$ cat src/rtl/tmr_pkg.sv
package tmr_pkg;
  typedef enum logic [1:0] {
    REG_CTRL  = 2'd0,
    REG_INIT  = 2'd1,
    REG_COUNT = 2'd2,
    REG_STAT  = 2'd3
  } reg_kind_e;

  localparam int PRE_W   = 8;
  localparam int EN_BIT  = 16;
  localparam int IE_BIT  = 17;
  localparam int PER_BIT = 18;
  localparam int ACT_BIT = 19;
  localparam logic [PRE_W-1:0] PRESC_RST = 8'd5;
endpackage

$ cat src/rtl/tmr_prescaler.sv
module tmr_prescaler #(
  parameter int PRE_W = 8
) (
  input  logic             clk,
  input  logic             rst_n,
  input  logic             run,
  input  logic             hold,
  input  logic             restart,
  input  logic [PRE_W-1:0] limit,
  output logic             tick
);
  logic [PRE_W-1:0] pre_q, pre_d;
  logic             at_limit;

  assign at_limit = (pre_q == limit);
  assign tick     = run && !hold && at_limit;

  always_comb begin
    pre_d = pre_q;
    if (restart)
      pre_d = '0;
    else if (run && !hold)
      pre_d = at_limit ? '0 : pre_q + 1'b1;
  end

  always_ff @(posedge clk or negedge rst_n) begin
    if (!rst_n) pre_q <= '0;
    else        pre_q <= pre_d;
  end

  // with a nonzero prescale two ticks are never back to back
  a_r2_tick_spacing: assert property (@(posedge clk) disable iff (!rst_n)
    (tick && limit != '0) |=> !tick);
endmodule

$ cat src/rtl/tmr_channel.sv
module tmr_channel
  import tmr_pkg::*;
#(
  parameter int CNT_W  = 24,
  parameter int DATA_W = 32
) (
  input  logic              clk,
  input  logic              rst_n,
  input  logic              ctrl_we,
  input  logic              init_we,
  input  logic [DATA_W-1:0] wdata,
  output logic [DATA_W-1:0] ctrl_word,
  output logic [CNT_W-1:0]  init_val,
  output logic [CNT_W-1:0]  cnt_val,
  output logic              zero_evt,
  output logic              irq_en
);
  logic             en_q, en_d, act_q, act_d, ie_q, ie_d, per_q, per_d;
  logic [PRE_W-1:0] presc_q, presc_d;
  logic [CNT_W-1:0] init_q, init_d, cnt_q, cnt_d;
  logic             pre_clr, tick, any_we, w_en;

  generate
    if (CNT_W < DATA_W) begin : g_hi
      logic unused_hi;
      assign unused_hi = ^wdata[DATA_W-1:CNT_W];
    end
  endgenerate

  assign any_we = ctrl_we || init_we;
  assign w_en   = wdata[EN_BIT];

  tmr_prescaler #(.PRE_W(PRE_W)) u_pre (
    .clk     (clk),
    .rst_n   (rst_n),
    .run     (en_q),
    .hold    (any_we),
    .restart (pre_clr),
    .limit   (presc_q),
    .tick    (tick)
  );

  always_comb begin
    en_d     = en_q;
    act_d    = act_q;
    ie_d     = ie_q;
    per_d    = per_q;
    presc_d  = presc_q;
    init_d   = init_q;
    cnt_d    = cnt_q;
    zero_evt = 1'b0;
    pre_clr  = 1'b0;
    if (ctrl_we) begin
      en_d    = w_en;
      ie_d    = wdata[IE_BIT];
      per_d   = wdata[PER_BIT];
      presc_d = wdata[PRE_W-1:0];
      if (presc_d != presc_q) pre_clr = 1'b1;
      if (!en_q && w_en) begin
        act_d   = 1'b1;
        pre_clr = 1'b1;
      end else if (en_q && !w_en) begin
        act_d = 1'b0;
        if (cnt_q == '0) begin
          zero_evt = 1'b1;
          if (per_d) cnt_d = init_q;
        end
      end
    end else if (init_we) begin
      init_d  = wdata[CNT_W-1:0];
      cnt_d   = wdata[CNT_W-1:0];
      pre_clr = 1'b1;
    end else if (tick) begin
      if (cnt_q <= CNT_W'(1)) begin
        zero_evt = 1'b1;
        if (per_q) begin
          cnt_d = init_q;
        end else begin
          cnt_d = '0;
          en_d  = 1'b0;
          act_d = 1'b0;
        end
      end else begin
        cnt_d = cnt_q - 1'b1;
      end
    end
  end

  always_ff @(posedge clk or negedge rst_n) begin
    if (!rst_n) begin
      en_q    <= 1'b0;
      act_q   <= 1'b0;
      ie_q    <= 1'b0;
      per_q   <= 1'b0;
      presc_q <= PRESC_RST;
      init_q  <= '0;
      cnt_q   <= '0;
    end else begin
      en_q    <= en_d;
      act_q   <= act_d;
      ie_q    <= ie_d;
      per_q   <= per_d;
      presc_q <= presc_d;
      init_q  <= init_d;
      cnt_q   <= cnt_d;
    end
  end

  always_comb begin
    ctrl_word            = '0;
    ctrl_word[PRE_W-1:0] = presc_q;
    ctrl_word[EN_BIT]    = en_q;
    ctrl_word[IE_BIT]    = ie_q;
    ctrl_word[PER_BIT]   = per_q;
    ctrl_word[ACT_BIT]   = act_q;
  end

  assign init_val = init_q;
  assign cnt_val  = cnt_q;
  assign irq_en   = ie_q;

  a_r3_active_tracks: assert property (@(posedge clk) disable iff (!rst_n)
    act_q == en_q);
  a_r4_oneshot_off: assert property (@(posedge clk) disable iff (!rst_n)
    (zero_evt && !ctrl_we && !per_q) |=> (!en_q && !act_q && cnt_q == '0));
  a_r5_reload: assert property (@(posedge clk) disable iff (!rst_n)
    (zero_evt && !ctrl_we && per_q) |=> cnt_q == $past(init_q));
  a_r3_frozen: assert property (@(posedge clk) disable iff (!rst_n)
    (!en_q && !any_we) |=> $stable(cnt_q));
  a_r2_one_step: assert property (@(posedge clk) disable iff (!rst_n)
    (tick && cnt_q > CNT_W'(1)) |=> cnt_q == $past(cnt_q) - 1'b1);
endmodule

$ cat src/rtl/tmr_status.sv
module tmr_status #(
  parameter int NUM_CH = 2
) (
  input  logic              clk,
  input  logic              rst_n,
  input  logic [NUM_CH-1:0] evt,
  input  logic              clr_we,
  input  logic [NUM_CH-1:0] clr_mask,
  input  logic [NUM_CH-1:0] ie,
  output logic [NUM_CH-1:0] status,
  output logic [NUM_CH-1:0] irq
);
  logic [NUM_CH-1:0] stat_q, stat_d, clr_v;

  assign clr_v = clr_we ? clr_mask : '0;

  always_comb stat_d = (stat_q & ~clr_v) | evt;

  always_ff @(posedge clk or negedge rst_n) begin
    if (!rst_n) stat_q <= '0;
    else        stat_q <= stat_d;
  end

  assign status = stat_q;
  assign irq    = stat_q & ie;

  a_r6_set_on_event: assert property (@(posedge clk) disable iff (!rst_n)
    (evt != '0) |=> ((status & $past(evt)) == $past(evt)));
  a_r6_clear_w1c: assert property (@(posedge clk) disable iff (!rst_n)
    (clr_we && evt == '0) |=> ((status & $past(clr_mask)) == '0));
  a_r7_irq_gated: assert property (@(posedge clk) disable iff (!rst_n)
    (irq & ~ie) == '0);
endmodule

$ cat src/rtl/tmr_group.sv
module tmr_group
  import tmr_pkg::*;
#(
  parameter int NUM_CH = 2,
  parameter int CNT_W  = 24,
  parameter int DATA_W = 32,
  localparam int CH_W  = (NUM_CH > 1) ? $clog2(NUM_CH) : 1,
  localparam int ADDR_W = CH_W + 2
) (
  input  logic              clk,
  input  logic              rst_n,
  input  logic              wr_en,
  input  logic [ADDR_W-1:0] addr,
  input  logic [DATA_W-1:0] wdata,
  output logic [DATA_W-1:0] rd_data,
  output logic [NUM_CH-1:0] irq
);
  logic [1:0]        rst_sync;
  logic              core_rst_n;
  reg_kind_e         kind;
  logic [CH_W-1:0]   ch_sel;
  logic              ch_ok;
  logic [DATA_W-1:0] ctrl_w [NUM_CH];
  logic [CNT_W-1:0]  init_w [NUM_CH];
  logic [CNT_W-1:0]  cnt_w  [NUM_CH];
  logic [NUM_CH-1:0] evt, ie, status;

  always_ff @(posedge clk or negedge rst_n) begin
    if (!rst_n) rst_sync <= 2'b00;
    else        rst_sync <= {rst_sync[0], 1'b1};
  end
  assign core_rst_n = rst_sync[1];

  assign kind   = reg_kind_e'(addr[1:0]);
  assign ch_sel = addr[ADDR_W-1:2];
  assign ch_ok  = int'(ch_sel) < NUM_CH;

  generate
    for (genvar i = 0; i < NUM_CH; i++) begin : g_ch
      logic hit;
      assign hit = wr_en && (ch_sel == CH_W'(i));
      tmr_channel #(.CNT_W(CNT_W), .DATA_W(DATA_W)) u_ch (
        .clk       (clk),
        .rst_n     (core_rst_n),
        .ctrl_we   (hit && kind == REG_CTRL),
        .init_we   (hit && kind == REG_INIT),
        .wdata     (wdata),
        .ctrl_word (ctrl_w[i]),
        .init_val  (init_w[i]),
        .cnt_val   (cnt_w[i]),
        .zero_evt  (evt[i]),
        .irq_en    (ie[i])
      );
    end
  endgenerate

  tmr_status #(.NUM_CH(NUM_CH)) u_stat (
    .clk      (clk),
    .rst_n    (core_rst_n),
    .evt      (evt),
    .clr_we   (wr_en && kind == REG_STAT),
    .clr_mask (wdata[NUM_CH-1:0]),
    .ie       (ie),
    .status   (status),
    .irq      (irq)
  );

  always_comb begin
    rd_data = '0;
    if (kind == REG_STAT) begin
      rd_data[NUM_CH-1:0] = status;
    end else if (ch_ok) begin
      case (kind)
        REG_CTRL:  rd_data = ctrl_w[ch_sel];
        REG_INIT:  rd_data[CNT_W-1:0] = init_w[ch_sel];
        REG_COUNT: rd_data[CNT_W-1:0] = cnt_w[ch_sel];
        default:   rd_data = '0;
      endcase
    end
  end
endmodule

$ cat config.mk
export PLATFORM = sky130hd
export DESIGN_NAME = tmr_group
export DESIGN_NICKNAME = d
export VERILOG_FILES = /design/src/rtl/tmr_pkg.sv /design/src/rtl/tmr_prescaler.sv /design/src/rtl/tmr_channel.sv /design/src/rtl/tmr_status.sv /design/src/rtl/tmr_group.sv
export SDC_FILE = /design/constraint.sdc
export NUM_CORES = 1
export LEC_CHECK = 0
export ABC_CLOCK_PERIOD_IN_PS = 5700
export BUFFER_PORTS_ARGS = -buffer_cell sky130_fd_sc_hd__buf_2
export CAP_MARGIN = 20
export CORE_UTILIZATION = 58
export DETAILED_ROUTE_END_ITERATION = 7
export PLACE_DENSITY = 0.75
export SLEW_MARGIN = 25
export SYNTH_ARGS = -nofsm -noshare
export SYNTH_HDL_FRONTEND = slang
export SYNTH_SLANG_ARGS = --single-unit
$ cat constraint.sdc
create_clock -name clk -period 5.7 [get_ports clk]
set_input_delay 0.57 -clock clk [delete_from_list [all_inputs] [get_ports clk]]
set_output_delay 0.57 -clock clk [all_outputs]
set_load 0.02 [all_outputs]
* Yosys cells after proc, flatten, opt, wreduce, memory -nomap -nowiden
Cells that the tools add are included.
Storage, ports and cells: flip-flop bits (word level) 140, bits in latches 0, memory bits (writable) 0, ROM bits 0, input bits 38, output and inout bits 34, logic and storage cells 171, memories kept 0
Cells by class: $add $sub $neg 4, $mul 0, div/mod/pow operators 0, order comparisons 3, equality and inequality tests 21, shift-type cells 0, mux-type cells 76, bitwise gates (word level) 8, reduce and logical (&&, ||, !) cells 41
Operators by type and width (number):
- $mux 24 | 24
- $pmux 24 s3 | 1
- $mux 32 | 2
- $mux 8 | 7
- $le 24x1->1 const B | 2
- $logic_not 24->1 | 2
- $sub 24x1->24 const B | 2
- $mux 1 | 38
- $mux 30 | 1
- $mux 20 | 1
- $reduce_and 5->1 | 4
- $add 8x1->8 const B | 2
- $eq 8x8->1 | 2
- $ne 2x2->1 const B | 8
- $ne 8x8->1 | 2
- $logic_and 1x1->1 | 15
- $reduce_bool 2->1 | 6
- $ne 2x1->1 const B | 4
- $reduce_and 4->1 | 2
- $ne 3x3->1 const B | 2
- $reduce_bool 3->1 | 2
- $logic_not 1->1 | 5
- $and 2x2->2 | 2
- $eq 2x2->1 const B | 2
- 10 further kinds | 15

* Longest topological paths before layout
word-level depth 11, depth in mapped cells 9, mapped depth without buffers 8

* Hierarchy
A second synthesis with hierarchy kept.
Second synthesis, totals: cells, all modules 1195, area total of the unflattened synthesis 10089.7 um2
By module, submodules not included:
- tmr_channel at g_ch[0].u_ch | times used 1, cells an instance 460, area an instance 3811.2 um2, seq. area each 1503.9 um2
- tmr_channel at g_ch[1].u_ch | times used 1, cells an instance 438, area an instance 3738.6 um2, seq. area each 1503.9 um2
- tmr_group | times used 1, cells an instance 169, area an instance 1385.1 um2, seq. area each 50.0 um2
- tmr_prescaler at g_ch[0].u_ch.u_pre | times used 1, cells an instance 59, area an instance 540.5 um2, seq. area each 200.2 um2
- tmr_prescaler at g_ch[1].u_ch.u_pre | times used 1, cells an instance 61, area an instance 529.3 um2, seq. area each 200.2 um2
- tmr_status | times used 1, cells an instance 8, area an instance 85.1 um2, seq. area each 50.0 um2

* Least setup slack after synthesis
Ideal clock, no wire load.
path kind reg-to-reg, start reg g_ch[0].u_ch.cnt_q[2], end reg g_ch[0].u_ch.cnt_q[23], setup time 64 ps, arrival 2507 ps, data required time 5636 ps, path slack 3129 ps, cell stages (with the launch flop) 10, buffers on the path 3, period minus slack after synthesis 2571 ps, cells stage by stage dfrtp_1 -> buf_6 -> or4_4 -> or4_4 -> buf_6 -> or2_0 -> buf_2 -> or4_1 -> nand3_1 -> a22o_2
Between the ends: cells in the longest elaborated chain, start to end 5, elaborated cells on any way between the ends 9, those cells by class 1 x add/sub; 1 x order compare; 1 x eq/ne; 4 x mux; 2 x reduce/logical
Ends and longest elaborated chain:
- from (decl) | line tmr_channel.sv:20 | logic [CNT_W-1:0] init_q, init_d, cnt_q, cnt_d;
- from (signal assigned) | line tmr_channel.sv:105 | cnt_q <= cnt_d;
- $sub 24x1->24 or $le 24x1->1 (tied branches) | line tmr_channel.sv:84, tmr_channel.sv:74
- $mux 24 | line tmr_channel.sv:74 | if (cnt_q <= CNT_W'(1)) begin
- $mux 24 | line tmr_channel.sv:73 | end else if (tick) begin
- $mux 24 | line tmr_channel.sv:69 | end else if (init_we) begin
- $mux 24 | line tmr_channel.sv:53 | if (ctrl_we) begin
Several ways; a longest one is shown, not always the timed one. The select of a mux whose other input is x is not followed. A chain may end at the register's enable or synchronous reset.

* Worst setup path in the final report
start reg g_ch[1].u_ch.cnt_q[9], end reg g_ch[1].u_ch.cnt_q[15]
Between the ends: cells in the longest elaborated chain, start to end 5, elaborated cells on any way between the ends 9, those cells by class 1 x add/sub; 1 x order compare; 1 x eq/ne; 4 x mux; 2 x reduce/logical
Ends and longest elaborated chain (line):
- from (decl) | tmr_channel.sv:20
- from (signal assigned) | tmr_channel.sv:105
- $sub 24x1->24 or $le 24x1->1 (tied branches) | tmr_channel.sv:84, tmr_channel.sv:74
- $mux 24 | tmr_channel.sv:74
- $mux 24 | tmr_channel.sv:73
- $mux 24 | tmr_channel.sv:69
- $mux 24 | tmr_channel.sv:53
Several ways; a longest one is shown, not always the timed one. The select of a mux whose other input is x is not followed.

==> flow_summary.yaml <==
timing:
  worst_slew_pin_slew_ns: 1.10
  slew_violations: 0
  skew_ns: 0.0103
  min_period_over_period_pct: 63.8
  slew_headroom_pct: 26.3
  holdWs_ns: 0.298
  fmax_mhz: 275
  rsz0062_at_grt: "no"
  final.setup.worst_slack_ns: 2.06
  setup_violations: 0
  setup_tns_ns: 0
  layout_min_cycle_time_ns: 3.64
  hold_viol: 0
layout:
  final_common_cell: "nand2_1"
  syn_to_final_growth_pct: 10.3
  final_nets: 1198
  stdcell_area_um2: 10100
  final_cell_mix: "263 x nand2_1, 135 x dfrtp_1, 89 x nor2_1"
  stdcell_count: 1373
  drive_gt1_share_pct: 11.5
  antenna_cells: 0
  final_core_util_pct: 66.2
floorplan:
  core_um2: 15300
  initial_core_util_pct: 60.0
  die_h_um: 128
  rows: 45
  dieArea_um2: 16400
  chipWidth_um: 128
  io_pins: 72
placement:
  dpl.cell_count: 1340
  hpwl_mm: 20.0
  io_buffer_count: 55
  pre_cts_slack_ns: 1.87
  gp_congestion: 0.944
  place_area_um2: 9510
critical_path:
  critical-path-max-stage-delay_ns: 1.03
  worstPathRequired_ns: 5.98
  path_class: "register to register"
  crit_chain: "nor4_1, nand4_1, nor3_2, mux2i_1, a222oi_1, o21ai_0"
  worst-path-max-fanout: 12
  endpoint_kind: "register"
  critPathSlowestCell: "nor3_2"
  critPathArrivalTime_ns: 3.92
  cp-start-kind: "register"
logic_synthesis:
  synth_edf_count: 0
  syn_inst: 1138
  ys_async_sr_fraction_pct: 100
  syn_area_um2: 9200
  ys_seq_area_share_pct: 38.2
  synthFlopType: "dfrtp_1"
  ys_warn_count: 0
  synth_cell_types: 75
  avgSynthCellArea_um2: 8.08
  synth_seq_cells: 140
global_route:
  grt_pass1_vias: 8511
  grt_overflow_total: 0
  grt_use_total_pct: 37.7
  antenna_found_initial: 0
  grt_max_degree: 52
  grt_pass1_wl_mm: 47.0
drt:
  drt_pass1_iterations: 6
  drc: 0
  wire_per_inst_um: 21.4
  vias: 8991
  routed_wl_mm: 29.3
  ant_nets: 0
  initialDrtViolationCount: 1226
  viasPerCell: 6.55
cts:
  cts-htree-levels: 4
  cts_setup_buffers: 0
  clock_latency_ns: 0.44
  cts_tree: "done"
  clk_pin_slew_ns: 0.06
  cts-resized-gates: 0
  cts_buffers: 17
  cts-root-buf: "clkbuf_16"
  cts.sinks: 140
  clockBufferDepth: 2
power_and_ir_drop:
  powerDensity_nw_per_um2: 411
  vdd_drop_max_uv: 258
  power_mw: 4.16
  p_leak_nw: 4.57
outcome:
  status: "completed"
hold_path:
  min_path_type: "register to asynchronous set/reset pin"
run:
  maxCapViolCount: 0
[logic make-up (layout without fill, tap and decap cells)]
group | count (synthesis) | in the layout | share of synthesized area (%)
xor+xnor | 56 | 56 | 5.33
mux | 50 | 50 | 5.44
compound gates | 260 | 260 | 18.8
fa+ha+maj | 11 | 11 | 1.50
flops | 140 | 140 | 38.2
other cells | 2 | 9 | 0.0817
simple gates | 511 | 511 | 25.3
buf+inv | 108 | 125 | 5.37
[cells in the mapped netlist (9+ instances only)]
master / count / area [µm²]
nand2_1: 263 / 987
dfrtp_1: 136 / 3400
nor2_1: 91 / 342
o21ai_0: 74 / 370
clkbuf_1: 60 / 225
a21oi_1: 52 / 260
mux2i_1: 50 / 500
xnor2_1: 34 / 298
nor3_1: 28 / 140
nand3_1: 23 / 115
nor4_1: 22 / 138
xor2_1: 22 / 193
nand4_1: 21 / 131
inv_1: 20 / 75.1
a211oi_1: 15 / 113
o22ai_1: 15 / 93.8
a221oi_1: 13 / 114
ha_1: 11 / 138
buf_4: 10 / 75.1
a41oi_1: 9 / 78.8
[metal layers]
| layer | routed length [µm] | vias up | global-route usage, % |
|---|---|---|---|
| met5 | 0 | - | 0 |
| met4 | 997 | 0 | 18.5 |
| met3 | 2810 | 103 | 7.89 |
| met2 | 13400 | 536 | 56.2 |
| met1 | 12100 | 4277 | 52.2 |
| li1 | - | 4075 | - |
[worst max-delay path, delay by kind of cell (launching register included)]
| kind | cells | cell delay (ns) |
|---|---|---|
| AND/OR/NAND/NOR | 3 | 2.44 |
| flip-flops | 1 | 0.44 |
| AO/OA/AOI/OAI | 2 | 0.43 |
| multiplexers | 1 | 0.17 |
[registers in the layout (all words and copies together), names as in the netlist]
register	count
g_ch.u_ch.act_q	2
g_ch.u_ch.cnt_val	48
g_ch.u_ch.en_q	2
g_ch.u_ch.init_val	48
g_ch.u_ch.irq_en	2
g_ch.u_ch.per_q	2
g_ch.u_ch.presc_q	16
g_ch.u_ch.u_pre.pre_q	16
rst_sync	2
u_stat.status	2
[area by class of cell]
type                    count  area [µm²]
fillers                  1311        5180
well taps                 211         264
clock inverters             8         140
inverters                  20        75.1
multi-input cells         897        5250
flip-flops and latches    140        3510
repair buffers             73         413
clock buffers              24         482
[path summary, 6_finish.rpt]
| kind | to | from | cells past startpoint | slack, ns |
|---|---|---|---|---|
| worst max-delay path | g_ch[1].u_ch.cnt_val[15] | g_ch[1].u_ch.cnt_val[9] | 6 | 2.06 |
| worst min-delay path | g_ch[0].u_ch.u_pre.pre_q[5] | rst_sync[1] | 0 | 0.30 |
| worst min register to register | g_ch[0].u_ch.u_pre.pre_q[5] | rst_sync[1] | 0 | 0.30 |
| max in group asynchronous | g_ch[1].u_ch.cnt_val[20] | rst_sync[1] | 1 | 4.32 |
| min in group clk | rst_sync[1] | rst_sync[0] | 0 | 0.35 |
| worst max register to register | g_ch[1].u_ch.cnt_val[15] | g_ch[1].u_ch.cnt_val[9] | 6 | 2.06 |
[power by group]
part	switching, mW	internal, mW	leakage [nW]	total [mW]
logic	0.718	0.512	2.50	1.23
clock network	0.424	0.764	0.308	1.19
registers	0.480	1.27	1.76	1.75
total	1.62	2.54	4.57	4.16
[timing repair]
item | CTS | global route
endpoints found under the hold margin | 2 | 0
hold buffers | 1 | 0
endpoints found under the setup margin | 0 | 0
Power figures use the tool's default switching activity.
